$ cat src/rtl/prog_sload_pkg.sv
package prog_sload_pkg;

   typedef enum logic {
      OVF_SATURATE = 1'b0,
      OVF_WRAP     = 1'b1
   } ovf_policy_e;

   function automatic int unsigned addr_bits(input int unsigned n);
      return (n < 2) ? 1 : $clog2(n);
   endfunction

endpackage

$ cat src/rtl/psl_sync.sv
module psl_sync #(
   parameter int unsigned      WIDTH   = 1,
   parameter int unsigned      STAGES  = 2,
   parameter logic [WIDTH-1:0] RST_VAL = '0
) (
   input  logic             clk,
   input  logic             rst_n,
   input  logic [WIDTH-1:0] d_in,
   output logic [WIDTH-1:0] lvl,
   output logic [WIDTH-1:0] rise,
   output logic [WIDTH-1:0] fall
);

   logic [WIDTH-1:0] chain_q [STAGES];
   logic [WIDTH-1:0] prev_q;

   always_ff @(posedge clk or negedge rst_n) begin
      if (!rst_n) begin
         for (int s = 0; s < STAGES; s++) chain_q[s] <= RST_VAL;
         prev_q <= RST_VAL;
      end else begin
         chain_q[0] <= d_in;
         for (int s = 1; s < STAGES; s++) chain_q[s] <= chain_q[s-1];
         prev_q <= chain_q[STAGES-1];
      end
   end

   assign lvl  = chain_q[STAGES-1];
   assign rise = chain_q[STAGES-1] & ~prev_q;
   assign fall = ~chain_q[STAGES-1] & prev_q;

endmodule

$ cat src/rtl/psl_packer.sv
module psl_packer #(
   parameter int unsigned DATA_W = 16
) (
   input  logic              clk,
   input  logic              rst_n,
   input  logic              flush,
   input  logic              shift_en,
   input  logic              bit_in,
   output logic              word_done,
   output logic [DATA_W-1:0] word,
   output logic              pending
);

   localparam int unsigned       CNT_W    = $clog2(DATA_W);
   localparam logic [CNT_W-1:0]  LAST_BIT = CNT_W'(DATA_W - 1);

   logic [DATA_W-1:0] sh_q;
   logic [CNT_W-1:0]  cnt_q;

   always_comb begin
      word      = {sh_q[DATA_W-2:0], bit_in};
      word_done = shift_en && (cnt_q == LAST_BIT);
      pending   = (cnt_q != '0);
   end

   always_ff @(posedge clk or negedge rst_n) begin
      if (!rst_n) begin
         sh_q  <= '0;
         cnt_q <= '0;
      end else if (flush) begin
         cnt_q <= '0;
      end else if (shift_en) begin
         sh_q  <= word;
         cnt_q <= word_done ? '0 : cnt_q + 1'b1;
      end
   end

   AST_FLUSH_EMPTIES: assert property (@(posedge clk) disable iff (!rst_n)
      flush |=> !pending) else $error("flush left bits pending");

endmodule

$ cat src/rtl/psl_addr_gen.sv
module psl_addr_gen
   import prog_sload_pkg::*;
#(
   parameter int unsigned ADDR_W     = 13,
   parameter int unsigned DATA_W     = 16,
   parameter int unsigned MEM_WORDS  = 8192,
   parameter int unsigned STROBE_MIN = 2,
   parameter ovf_policy_e POLICY     = OVF_SATURATE
) (
   input  logic              clk,
   input  logic              rst_n,
   input  logic              restart,
   input  logic              edge_en,
   input  logic              clr_lvl,
   input  logic              word_done,
   input  logic [DATA_W-1:0] word,
   output logic              clr_fire,
   output logic              mem_we,
   output logic [ADDR_W-1:0] mem_addr,
   output logic [DATA_W-1:0] mem_wdata,
   output logic              ovf_flag
);

   localparam int unsigned       SC_W      = $clog2(STROBE_MIN + 1);
   localparam logic [SC_W-1:0]   SC_FIRE   = SC_W'(STROBE_MIN - 1);
   localparam logic [SC_W-1:0]   SC_TOP    = SC_W'(STROBE_MIN);
   localparam logic [ADDR_W-1:0] LAST_ADDR = ADDR_W'(MEM_WORDS - 1);

   logic [SC_W-1:0]   sc_q;
   logic [ADDR_W-1:0] addr_q;
   logic [ADDR_W-1:0] addr_nxt;
   logic              full_q;
   logic              ovf_q;
   logic              wr_ok;

   // strobe qualification: consecutive load-clock edges with the strobe high
   always_ff @(posedge clk or negedge rst_n) begin
      if (!rst_n)        sc_q <= '0;
      else if (restart)  sc_q <= '0;
      else if (edge_en)  sc_q <= !clr_lvl ? '0 : ((sc_q == SC_TOP) ? sc_q : sc_q + 1'b1);
   end

   assign clr_fire = edge_en && clr_lvl && (sc_q == SC_FIRE);

   generate
      if (POLICY == OVF_WRAP) begin : g_wrap
         assign wr_ok    = word_done;
         assign addr_nxt = (addr_q == LAST_ADDR) ? '0 : addr_q + 1'b1;
      end else begin : g_sat
         assign wr_ok    = word_done && !full_q;
         assign addr_nxt = (addr_q == LAST_ADDR) ? addr_q : addr_q + 1'b1;

         AST_SAT_ADDR_HELD: assert property (@(posedge clk) disable iff (!rst_n)
            (full_q && !restart && !clr_fire) |=> $stable(addr_q))
            else $error("address moved while saturated");
      end
   endgenerate

   always_ff @(posedge clk or negedge rst_n) begin
      if (!rst_n) begin
         addr_q    <= '0;
         full_q    <= 1'b0;
         ovf_q     <= 1'b0;
         mem_we    <= 1'b0;
         mem_addr  <= '0;
         mem_wdata <= '0;
      end else begin
         mem_we <= wr_ok;
         if (wr_ok) begin
            mem_addr  <= addr_q;
            mem_wdata <= word;
         end
         if (restart) begin
            addr_q <= '0;
            full_q <= 1'b0;
            ovf_q  <= 1'b0;
         end else if (clr_fire) begin
            addr_q <= '0;
            full_q <= 1'b0;
         end else if (word_done) begin
            if (full_q) ovf_q <= 1'b1;
            if (wr_ok) begin
               addr_q <= addr_nxt;
               if (addr_q == LAST_ADDR) full_q <= 1'b1;
            end
         end
      end
   end

   assign ovf_flag = ovf_q;

   AST_ADDR_STEP: assert property (@(posedge clk) disable iff (!rst_n)
      !$stable(addr_q) |-> ((addr_q == $past(addr_q) + 1'b1) || (addr_q == '0)))
      else $error("address jumped");

   AST_CLR_TO_ZERO: assert property (@(posedge clk) disable iff (!rst_n)
      clr_fire |=> (addr_q == '0)) else $error("strobe did not clear address");

endmodule

$ cat src/rtl/psl_run_gate.sv
module psl_run_gate (
   input  logic clk,
   input  logic rst_n,
   input  logic hold_lvl,
   input  logic hold_fall,
   input  logic done_rise,
   input  logic pending,
   output logic closed,
   output logic core_run,
   output logic part_flag
);

   logic done_q;
   logic part_q;
   logic run_q;
   logic take_done;

   assign take_done = done_rise && !hold_lvl && !done_q;

   always_ff @(posedge clk or negedge rst_n) begin
      if (!rst_n) begin
         done_q <= 1'b0;
         part_q <= 1'b0;
         run_q  <= 1'b0;
      end else begin
         run_q <= hold_lvl && done_q;
         if (hold_fall) begin
            done_q <= 1'b0;
            part_q <= 1'b0;
         end else if (take_done) begin
            done_q <= 1'b1;
            if (pending) part_q <= 1'b1;
         end
      end
   end

   assign closed    = done_q;
   assign core_run  = run_q;
   assign part_flag = part_q;

   AST_RUN_NEEDS_DONE: assert property (@(posedge clk) disable iff (!rst_n)
      core_run |-> done_q) else $error("run without load-complete");

   AST_PART_CAUSE: assert property (@(posedge clk) disable iff (!rst_n)
      $rose(part_q) |-> $past(done_rise)) else $error("partial flag without load-complete");

endmodule

$ cat src/rtl/prog_sload.sv
module prog_sload
   import prog_sload_pkg::*;
#(
   parameter int unsigned DATA_W      = 16,
   parameter int unsigned MEM_WORDS   = 8192,
   parameter int unsigned ADDR_W      = addr_bits(MEM_WORDS),
   parameter int unsigned SYNC_STAGES = 2,
   parameter int unsigned STROBE_MIN  = 2,
   parameter ovf_policy_e OVF_POLICY  = OVF_SATURATE
) (
   input  logic              clk,
   input  logic              rst_n,
   input  logic              hold_n,
   input  logic              lclk,
   input  logic              sdata,
   input  logic              addr_clr,
   input  logic              ld_done,
   output logic              mem_we,
   output logic [ADDR_W-1:0] mem_addr,
   output logic [DATA_W-1:0] mem_wdata,
   output logic              core_run,
   output logic              ovf_flag,
   output logic              part_flag
);

   localparam int unsigned NSYNC  = 5;
   localparam int unsigned IX_HLD = 0;
   localparam int unsigned IX_LCK = 1;
   localparam int unsigned IX_DAT = 2;
   localparam int unsigned IX_CLR = 3;
   localparam int unsigned IX_DON = 4;

   generate
      if (DATA_W < 2)               begin : g_chk_w  $error("DATA_W must be at least 2"); end
      if (MEM_WORDS < 2)            begin : g_chk_d  $error("MEM_WORDS must be at least 2"); end
      if (ADDR_W < addr_bits(MEM_WORDS)) begin : g_chk_a $error("ADDR_W too narrow for MEM_WORDS"); end
      if (SYNC_STAGES < 2)          begin : g_chk_s  $error("SYNC_STAGES must be at least 2"); end
      if (STROBE_MIN < 1)           begin : g_chk_t  $error("STROBE_MIN must be at least 1"); end
   endgenerate

   logic [NSYNC-1:0] s_lvl, s_rise, s_fall;
   logic [NSYNC-1:0] raw_in;

   assign raw_in[IX_HLD] = hold_n;
   assign raw_in[IX_LCK] = lclk;
   assign raw_in[IX_DAT] = sdata;
   assign raw_in[IX_CLR] = addr_clr;
   assign raw_in[IX_DON] = ld_done;

   psl_sync #(
      .WIDTH   (NSYNC),
      .STAGES  (SYNC_STAGES),
      .RST_VAL ('0)
   ) sync_i (
      .clk   (clk),
      .rst_n (rst_n),
      .d_in  (raw_in),
      .lvl   (s_lvl),
      .rise  (s_rise),
      .fall  (s_fall)
   );

   logic hold_lvl, hold_fall, lclk_rise, done_rise;
   logic closed, load_act, edge_en, shift_en, flush;
   logic clr_fire, word_done, pending;
   logic [DATA_W-1:0] word;

   assign hold_lvl  = s_lvl[IX_HLD];
   assign hold_fall = s_fall[IX_HLD];
   assign lclk_rise = s_rise[IX_LCK];
   assign done_rise = s_rise[IX_DON];

   assign load_act = !hold_lvl && !closed;
   assign edge_en  = lclk_rise && load_act && !done_rise && !hold_fall;
   assign shift_en = edge_en && !clr_fire;
   assign flush    = hold_fall || clr_fire || (done_rise && load_act);

   psl_packer #(
      .DATA_W (DATA_W)
   ) pack_i (
      .clk       (clk),
      .rst_n     (rst_n),
      .flush     (flush),
      .shift_en  (shift_en),
      .bit_in    (s_lvl[IX_DAT]),
      .word_done (word_done),
      .word      (word),
      .pending   (pending)
   );

   psl_addr_gen #(
      .ADDR_W     (ADDR_W),
      .DATA_W     (DATA_W),
      .MEM_WORDS  (MEM_WORDS),
      .STROBE_MIN (STROBE_MIN),
      .POLICY     (OVF_POLICY)
   ) agen_i (
      .clk       (clk),
      .rst_n     (rst_n),
      .restart   (hold_fall),
      .edge_en   (edge_en),
      .clr_lvl   (s_lvl[IX_CLR]),
      .word_done (word_done),
      .word      (word),
      .clr_fire  (clr_fire),
      .mem_we    (mem_we),
      .mem_addr  (mem_addr),
      .mem_wdata (mem_wdata),
      .ovf_flag  (ovf_flag)
   );

   psl_run_gate gate_i (
      .clk       (clk),
      .rst_n     (rst_n),
      .hold_lvl  (hold_lvl),
      .hold_fall (hold_fall),
      .done_rise (done_rise),
      .pending   (pending),
      .closed    (closed),
      .core_run  (core_run),
      .part_flag (part_flag)
   );

   AST_NO_WRITE_WHEN_RUN: assert property (@(posedge clk) disable iff (!rst_n)
      core_run |-> !mem_we) else $error("write while core running");

   AST_CLOSED_NO_WRITE: assert property (@(posedge clk) disable iff (!rst_n)
      (closed && $past(closed)) |-> !mem_we) else $error("write after load-complete");

endmodule

$ cat config.mk
export PLATFORM = sky130hd
export DESIGN_NAME = prog_sload
export DESIGN_NICKNAME = d
export VERILOG_FILES = /design/src/rtl/prog_sload_pkg.sv /design/src/rtl/psl_sync.sv /design/src/rtl/psl_packer.sv /design/src/rtl/psl_addr_gen.sv /design/src/rtl/psl_run_gate.sv /design/src/rtl/prog_sload.sv
export SDC_FILE = /design/constraint.sdc
export NUM_CORES = 1
export LEC_CHECK = 0
export BUFFER_PORTS_ARGS = -buffer_cell sky130_fd_sc_hd__buf_2
export CORE_MARGIN = 3
export CORE_UTILIZATION = 35
export CTS_CLUSTER_SIZE = 40
export DETAILED_ROUTE_END_ITERATION = 10
export HOLD_SLACK_MARGIN = 0.02
export PLACE_DENSITY = 0.64
export SYNTH_ARGS = -nofsm -noshare
export SYNTH_HDL_FRONTEND = slang
export SYNTH_HIERARCHICAL = 1
export SYNTH_SLANG_ARGS = --single-unit
export TNS_END_PERCENT = 1
$ cat constraint.sdc
create_clock -name clk -period 2.8 [get_ports clk]
set_clock_uncertainty 0.1 [all_clocks]
set_input_delay 0.28 -clock clk [delete_from_list [all_inputs] [get_ports clk]]
set_output_delay 0.28 -clock clk [all_outputs]
set_load 0.005 [all_outputs]
# Word-level counts from Yosys, hierarchy flattened
# Index checks and enable logic that the tools add are counted.
# totals
reg_bits	84
in_bits	7
out_inout_bits	33
wordCells	93
# classes
add_sub_neg	3
n_eq_ne	7
mux	26
bitwise	5
reduce_logical	37
# op_table
cell	n
two-way mux 13 bit	5
two-way mux 1 bit	14
adder 13 x 1 -> 13 bit, second input constant	1
equality test 13 bit, second input constant	1
logical AND 1 bit	13
two-way mux 4 bit	3
nonzero test 2 bit	6
AND reduction 3 bit	3
nonzero test 3 bit	3
two-way mux 2 bit	4
zero test 1 bit	6
inequality test 3 bit, second input constant	2
AND reduction 2 bit	3
bitwise AND 5 bit	1
inverter 5 bit	1
adder 4 x 1 -> 4 bit, second input constant	1
equality test 4 bit, second input constant	1
nonzero test 4 bit	1
adder 2 x 1 -> 2 bit, second input constant	1
equality test 2 x 1 -> 1 bit, second input constant	1
equality test 2 bit, second input constant	1
logical OR 1 bit	2
inequality test 2 bit, second input constant	1
inverter 1 bit	2
bitwise AND 1 bit	1

# Longest topological paths before layout
# Gate-level depths: netlist of run 1.
# logic_depth
depth_word	15
ltp_mapped	12
ltp_nobuf	12

# Cells and area by module
# Netlist of run 1, hierarchy kept.
# modules_own_cells
mod	n_inst	cells_per_inst	area_each_um2	seq_area_each_um2
psl_addr_gen	1	222	2077.0	1176.1
psl_packer	1	58	843.3	475.5
psl_sync	1	30	500.5	375.4
psl_run_gate	1	10	117.6	75.1
prog_sload	1	5	37.5	0.0

# Worst setup path before layout of run 1
# Ideal clock, no wire load.
# synth_timing
path_kind	reg-to-reg
from	reg sync_i.chain_q (netlist bit sync_i/lvl[4])
to	reg agen_i.addr_q[7]
setup_ns	0.078
arrival_time_ns	2.704
t_required_ns	2.622
setup_slack_ns	-0.082
stages_incl_launch_ff	11
n_path_buf	0
period_less_slack_ns	2.882
cell_sequence	dfrtp_1 -> and2b_2 -> or4b_1 -> nor3_2 -> nand2_1 -> nor2_1 -> nand2_2 -> inv_2 -> nand4_4 -> or4_1 -> a21oi_1
# synth_via
elab_chain_cells	12
word_cells_on_any_way	16
cone_classes	eq/ne (1); mux (2); bitwise (1); reduce/logical (12)
# synth_lines
element	line	source
start: declaration	psl_sync.sv:14	logic [WIDTH-1:0] chain_q [STAGES];
bitwise AND 5 bit *	psl_sync.sv:29	assign rise = chain_q[STAGES-1] & ~prev_q;
net s_rise[4]	prog_sload.sv:41	logic [NSYNC-1:0] s_lvl, s_rise, s_fall;
zero test 1 bit *	prog_sload.sv:74	assign edge_en = lclk_rise && load_act && !done_rise && !hold_fall;
logical AND 1 bit * (2 in series)	prog_sload.sv:74	
logical AND 1 bit (2 in series)	psl_addr_gen.sv:43	assign clr_fire = edge_en && clr_lvl && (sc_q == SC_FIRE);
zero test 1 bit	prog_sload.sv:75	assign shift_en = edge_en && !clr_fire;
logical AND 1 bit *	prog_sload.sv:75	
net shift_en	prog_sload.sv:64	logic closed, load_act, edge_en, shift_en, flush;
logical AND 1 bit *	psl_packer.sv:22	word_done = shift_en && (cnt_q == LAST_BIT);
net word_done	prog_sload.sv:65	logic clr_fire, word_done, pending;
logical AND 1 bit	psl_addr_gen.sv:50	assign wr_ok = word_done && !full_q;
nonzero test 3 bit (no source line)	--	
AND reduction 3 bit (no source line) *	--	
end signal: assignment	psl_addr_gen.sv:83	addr_q <= addr_nxt;
end: declaration	psl_addr_gen.sv:30	logic [ADDR_W-1:0] addr_q;
# Mark *: on every way through the listed nets, which the timed path passes. The rest lies on a longest branch.
# A chain may end at the register's enable or synchronous reset.

# Final worst setup path of run 1
# Same ends and word-level chain as after synthesis.

==> results.md, run 1 <==
* Initial antenna violation count at 0
* DP HPWL at 4090 um
* Crit Path Class: register to register
* Proportion of layout cells with a drive suffix above 1 at 0.268
* Setup repair bufs after CTS at 0
* Largest net degree at the start of global routing at 83
* Maxcap violations at 0
* Slew headroom at 0.323
* I/O pin cnt at 40
* Min-Delay Path Class: input port to async pin
* Core area at 0.00942 mm^2
* Post-Syn Instances at 314
* Std cell rows at 35
* Sequential Power Share at 0.534
* P&R area growth vs syn at 18.7%
* Combinational fraction of design power at 0.040
* Critical path launch point type: register
* Syn_area_per_cell at 11.0 um^2
* RSZ-0062 raised after global routing: yes
* Max-slew violation count at 0
* Number of diodes at 0
* Outcome: finished, violations left
* First-pass GRT wire length at 10800 um
* TritonCTS clock tree: yes
* CP Capture Type: register
* F_max at 368 MHz
* H-tree level count at 3
* Die outline area at 0.0111 mm^2
* Ys Warns at 6
* Failing checks: hold timing
* Post-layout util at 0.435
* Area of the multi-input gates at 0.00130 mm^2
* Internal at 0.00178 W
* Fin nets at 376
* Peak supply drop at 292 uV
* Die height at 105 um
* Seq. cell area at 0.00205 mm^2
* Buffers on Ports at 39
* Root buffer cell: clkbuf_8
* Routability cong. at 0.798
* DRC at 0
* Count of final setup violators at 0
* Period utilization at 0.970
* Clock network power share at 0.426
* Commonest non-fill, non-tap cell in the layout: nand2_1
* Post-route ant nets at 0
* WL/cell at 12.7 um
* Longest Clk Path Bufs at 2
* Post-layout minimum cycle time at 2.72 ns
* Gr ovfl total at 0
* Clk Latency, worst-skew pair at 0.36 ns
* Drt first pass iters at 5
* Critical path arrival at 2.90 ns
* Non-Filler Instances at 498
* Commonest non-fill, non-tap cells in the layout: 96 x nand2_1, 82 x dfrtp_1, 38 x buf_2
* Num CTS Buffers at 9
* CTS sink count at 82
* Final hold vios at 26
* Initial core utilization at 0.366
* Pwr Density at 567 mW/mm^2
* Gr usage total at 0.120
* Leakage at 2.14 nW
* DRT iter0 DRCs at 83
* Clock transition at the registers of the reported paths at 0.09 ns
* NetSw at 0.000542 W
* Worst hold margin at -0.0333 ns
* Synth Cell Area at 0.00345 mm^2
* Fillers at 901
* DRT Wirelength at 6330 um
* Dpl cells at 477
* CP required at 2.98 ns
* Syn Nets at 326
* Depth of the most critical reg-to-reg path at 10
* Vias per std cell at 4.73
* Pin slew with the least headroom to its limit at 1.02 ns
* Crit path max fanout at 9
* Switching Share at 0.233
* Vias at 2357
* Vias in the first global route at 2287
* Die Wd at 105 um
-- area by class of cell --
| type | instances | area share |
|---|---|---|
| flip-flops and latches | 82 | 0.501 |
| multi-input cells | 209 | 0.318 |
| repair buffers | 53 | 0.0770 |
| well taps | 129 | 0.0394 |
| clock buffers | 9 | 0.0303 |
| clock inverters | 7 | 0.0263 |
| inverters | 9 | 0.00825 |
-- critical path, cell delays in order, from the launching register on --
cell and delay (ns):
dfrtp_1 0.38, and2b_2 0.22, or4b_4 0.56, nor3_4 0.19, nand2_2 0.12, nor2_4 0.13, nand2_2 0.07, inv_2 0.08
nand4_4 0.17, or4_1 0.50, a21oi_1 0.15
-- sequential cells by signal, summed over array words and instances, names as in the netlist --
name and count:
pack_i/cnt_q 4, sync_i/prev_q 3, agen_i/sc_q 2, agen_i/addr_q 13, gate_i/part_flag 1, pack_i/sh_q 15, agen_i/mem_we 1, agen_i/full_q 1
sync_i/lvl 5, agen_i/mem_wdata 16, gate_i/closed 1, gate_i/core_run 1, agen_i/ovf_flag 1, sync_i/chain_q 5, agen_i/mem_addr 13
-- per-stage QoR --
stage	setup TNS [ns]	hold WS, ns	total power (W)	setup slack, ns	area (um^2)
final	0	-0.0333	0.00232	0.0830	4090
after detailed placement	0	0.236	0.00135	0.0237	3790
after CTS	0	0.0266	0.00236	0.0109	4080
after floorplan	0	-0.116	0.00131	0.0344	3460
after global routing	-0.249	0.0659	0.00242	-0.0986	4090
after global placement	0	0.234	0.00135	0.0816	3790
-- layer usage --
| metal | GRT usage | vias up | part of all wire |
|---|---|---|---|
| met5 | 0 | - | 0 |
| met4 | 0.0450 | 0 | 0.017 |
| met2 | 0.188 | 46 | 0.47 |
| li1 | - | 1148 | - |
| met3 | 0.0386 | 8 | 0.041 |
| met1 | 0.156 | 1155 | 0.47 |
-- path summary, 6_finish.rpt --
kind | from | to | slack (ns)
max | sync_i/lvl[4] | agen_i/addr_q[7] | 0.08
min | rst_n | agen_i/mem_addr[3] | -0.03
max reg2reg | sync_i/lvl[4] | agen_i/addr_q[7] | 0.08
min reg2reg | sync_i/chain_q[9] | sync_i/lvl[4] | 0.25
max in group asynchronous | rst_n | sync_i/lvl[3] | 1.95
min in group clk | sync_i/chain_q[9] | sync_i/lvl[4] | 0.25
-- what timing repair did --
item / in CTS / in global routing
hold buffers: 5 / 0
hold endpoints to repair: 5 / 0
gates resized for setup: 1 / 4
endpoints found under the setup margin: 1 / 24
-- power by group through the flow --
stage	Combinational, W	Sequential (W)	Clock [W]
floorplan	0.0000542	0.00126	0
global placement	0.0000862	0.00126	0
detailed placement	0.0000885	0.00126	0
CTS	0.0000942	0.00124	0.00102
global route	0.000106	0.00125	0.00107
finish	0.0000922	0.00124	0.000990
Note: power is estimated with default switching activity, not from simulation.
==> run 2: changes to the inputs <==
PLACE_DENSITY = 0.62   (was 0.64)
SKIP_CTS_REPAIR_TIMING = 1   (was not set)
clock period = 3.2 ns   (was 2.8 ns; I/O delays follow)
==> results.md, run 2 (synthesis gave the netlist of run 1 again) <==
* Crit Path Class: register to register
* Final hold vios at 0 (-100%)
* Post-route ant nets at 0 (unchanged)
* Post-layout minimum cycle time at 2.94 ns (+0.219 ns)
* Vias per std cell at 4.68 (-1.1%)
* Vias in the first global route at 2278 (-0.39%)
* F_max at 341 MHz (-7.5%)
* Fillers at 920 (+2.1%)
* Die Wd at 105 um (unchanged)
* Longest Clk Path Bufs at 2 (unchanged)
* DRT iter0 DRCs at 95 (+14%)
* Buffers on Ports at 39 (unchanged)
* Core area at 0.00942 mm^2 (unchanged)
* CTS sink count at 82 (unchanged)
* Dpl cells at 471 (-1.3%)
* Maxcap violations at 0 (unchanged)
* Leakage at 2.10 nW (-1.9%)
* Max FFs per register at 16 (unchanged)
* Commonest non-fill, non-tap cell in the layout: nand2_1
* TritonCTS clock tree: yes
* Vias at 2304 (-2.2%)
* Crit path max fanout at 31 (+22)
* Setup tns final at 0 ns (unchanged)
* CP Capture Type: register
* Top flop regs: agen_i/mem_wdata x16, pack_i/sh_q x15
* Slew headroom at 0.322 (-0.00166)
* Die height at 105 um (unchanged)
* Non-Filler Instances at 492 (-1.2%)
* DRC at 0 (unchanged)
* DP HPWL at 3970 um (-2.9%)
* I/O pin cnt at 40 (unchanged)
* Register name with the most flops: agen_i/mem_wdata
* Critical path arrival at 3.07 ns (+0.17 ns)
* Initial core utilization at 0.366 (unchanged)
* Largest net degree at the start of global routing at 83 (unchanged)
* RSZ-0062 raised after global routing: no
* Clk Latency, worst-skew pair at 0.35 ns (about the same)
* Gr ovfl total at 0 (unchanged)
* Number of diodes at 0 (unchanged)
* Min-Delay Path Class: input port to async pin
* Initial antenna violation count at 0 (unchanged)
* Seq. cell area at 0.00205 mm^2 (unchanged)
* Num CTS Buffers at 9 (unchanged)
* H-tree level count at 3 (unchanged)
* Std cell rows at 35 (unchanged)
* Clock transition at the registers of the reported paths at 0.08 ns (about the same)
* Post-layout util at 0.428 (-0.00731)
* Final total power at 0.00199 W (-14%)
* Period utilization at 0.917 (-0.0529)
* P&R area growth vs syn at 16.7%
* Peak supply drop at 285 uV (-2.3%)
* Die outline area at 0.0111 mm^2 (unchanged)
* Pin slew with the least headroom to its limit at 1.02 ns (+0.00249 ns)
* Proportion of layout cells with a drive suffix above 1 at 0.251 (-0.0176)
* DRT Wirelength at 6220 um (-1.7%)
* Routability cong. at 0.797 (-0.11%)
* Gr usage total at 0.120 (about the same)
* Pwr Density at 495 mW/mm^2 (-13%)
* Count of final setup violators at 0 (unchanged)
* Max-slew violation count at 0 (unchanged)
* CP required at 3.33 ns (+0.35 ns)
* Area of the multi-input gates at 0.00128 mm^2 (-1.2%)
* First-pass GRT wire length at 10700 um (-1.1%)
* Commonest non-fill, non-tap cells in the layout: 97 x nand2_1, 82 x dfrtp_1, 38 x buf_2
* Drt first pass iters at 4 (-1)
* Critical path launch point type: register
* Outcome: completed
* Root buffer cell: clkbuf_8
* WL/cell at 12.6 um (-0.48%)
* Depth of the most critical reg-to-reg path at 13 (+3)
* Fin nets at 370 (-1.6%)
run 2: worst paths after layout:
check	start	end	slack [ns]
setup / recovery	sync_i/lvl[4]	agen_i/addr_q[1]	0.26
hold / removal	rst_n	sync_i/lvl[3]	0.02
setup reg to reg	sync_i/lvl[4]	agen_i/addr_q[1]	0.26
hold reg to reg	sync_i/chain_q[5]	sync_i/lvl[0]	0.25
max in group asynchronous	rst_n	sync_i/prev_q[0]	2.30
min in group clk	sync_i/chain_q[5]	sync_i/lvl[0]	0.25
run 2: power by group:
part / switching [W] / internal [W]
Combinational: 0.0000432 / 0.0000348
Sequential: 0.0000196 / 0.00106
Clock: 0.000384 / 0.000445
Total: 0.000447 / 0.00154
run 2: critical path: stages (launching register included):
cell and delay, ns:
dfrtp_1 0.38, and2b_2 0.22, or4b_1 0.60, nor2_2 0.20
and3_1 0.30, nor3_4 0.10, nand2_1 0.10, nor2_2 0.07
nand2_2 0.08, inv_2 0.05, buf_4 0.23, o31ai_2 0.13
mux2i_1 0.22, nor2_1 0.05
run 2: through the flow:
stage | instance area, um^2 | hold WS, ns | setup WS [ns]
6_report | 4030 | 0.0170 | 0.264
2_1_floorplan | 3450 | -0.0756 | 0.346
3_5_place_dp | 3740 | 0.236 | 0.178
3_3_place_gp | 3740 | 0.234 | 0.253
5_1_grt | 4030 | 0.123 | 0.0298
4_1_cts | 3960 | -0.0430 | 0.154
run 2: layer usage:
metal	share of wire	vias to the layer above	track usage
li1	-	1136	-
met1	0.49	1121	0.159
met2	0.46	38	0.185
met3	0.034	9	0.0269
met4	0.022	0	0.0637
met5	0	-	0
run 2: final cells by class:
type / instances / share of cell area
repair buffers: 47 / 0.0671
well taps: 129 / 0.0401
clock inverters: 7 / 0.0246
clock buffers: 9 / 0.0308
flip-flops and latches: 82 / 0.510
inverters: 9 / 0.00839
multi-input cells: 209 / 0.319
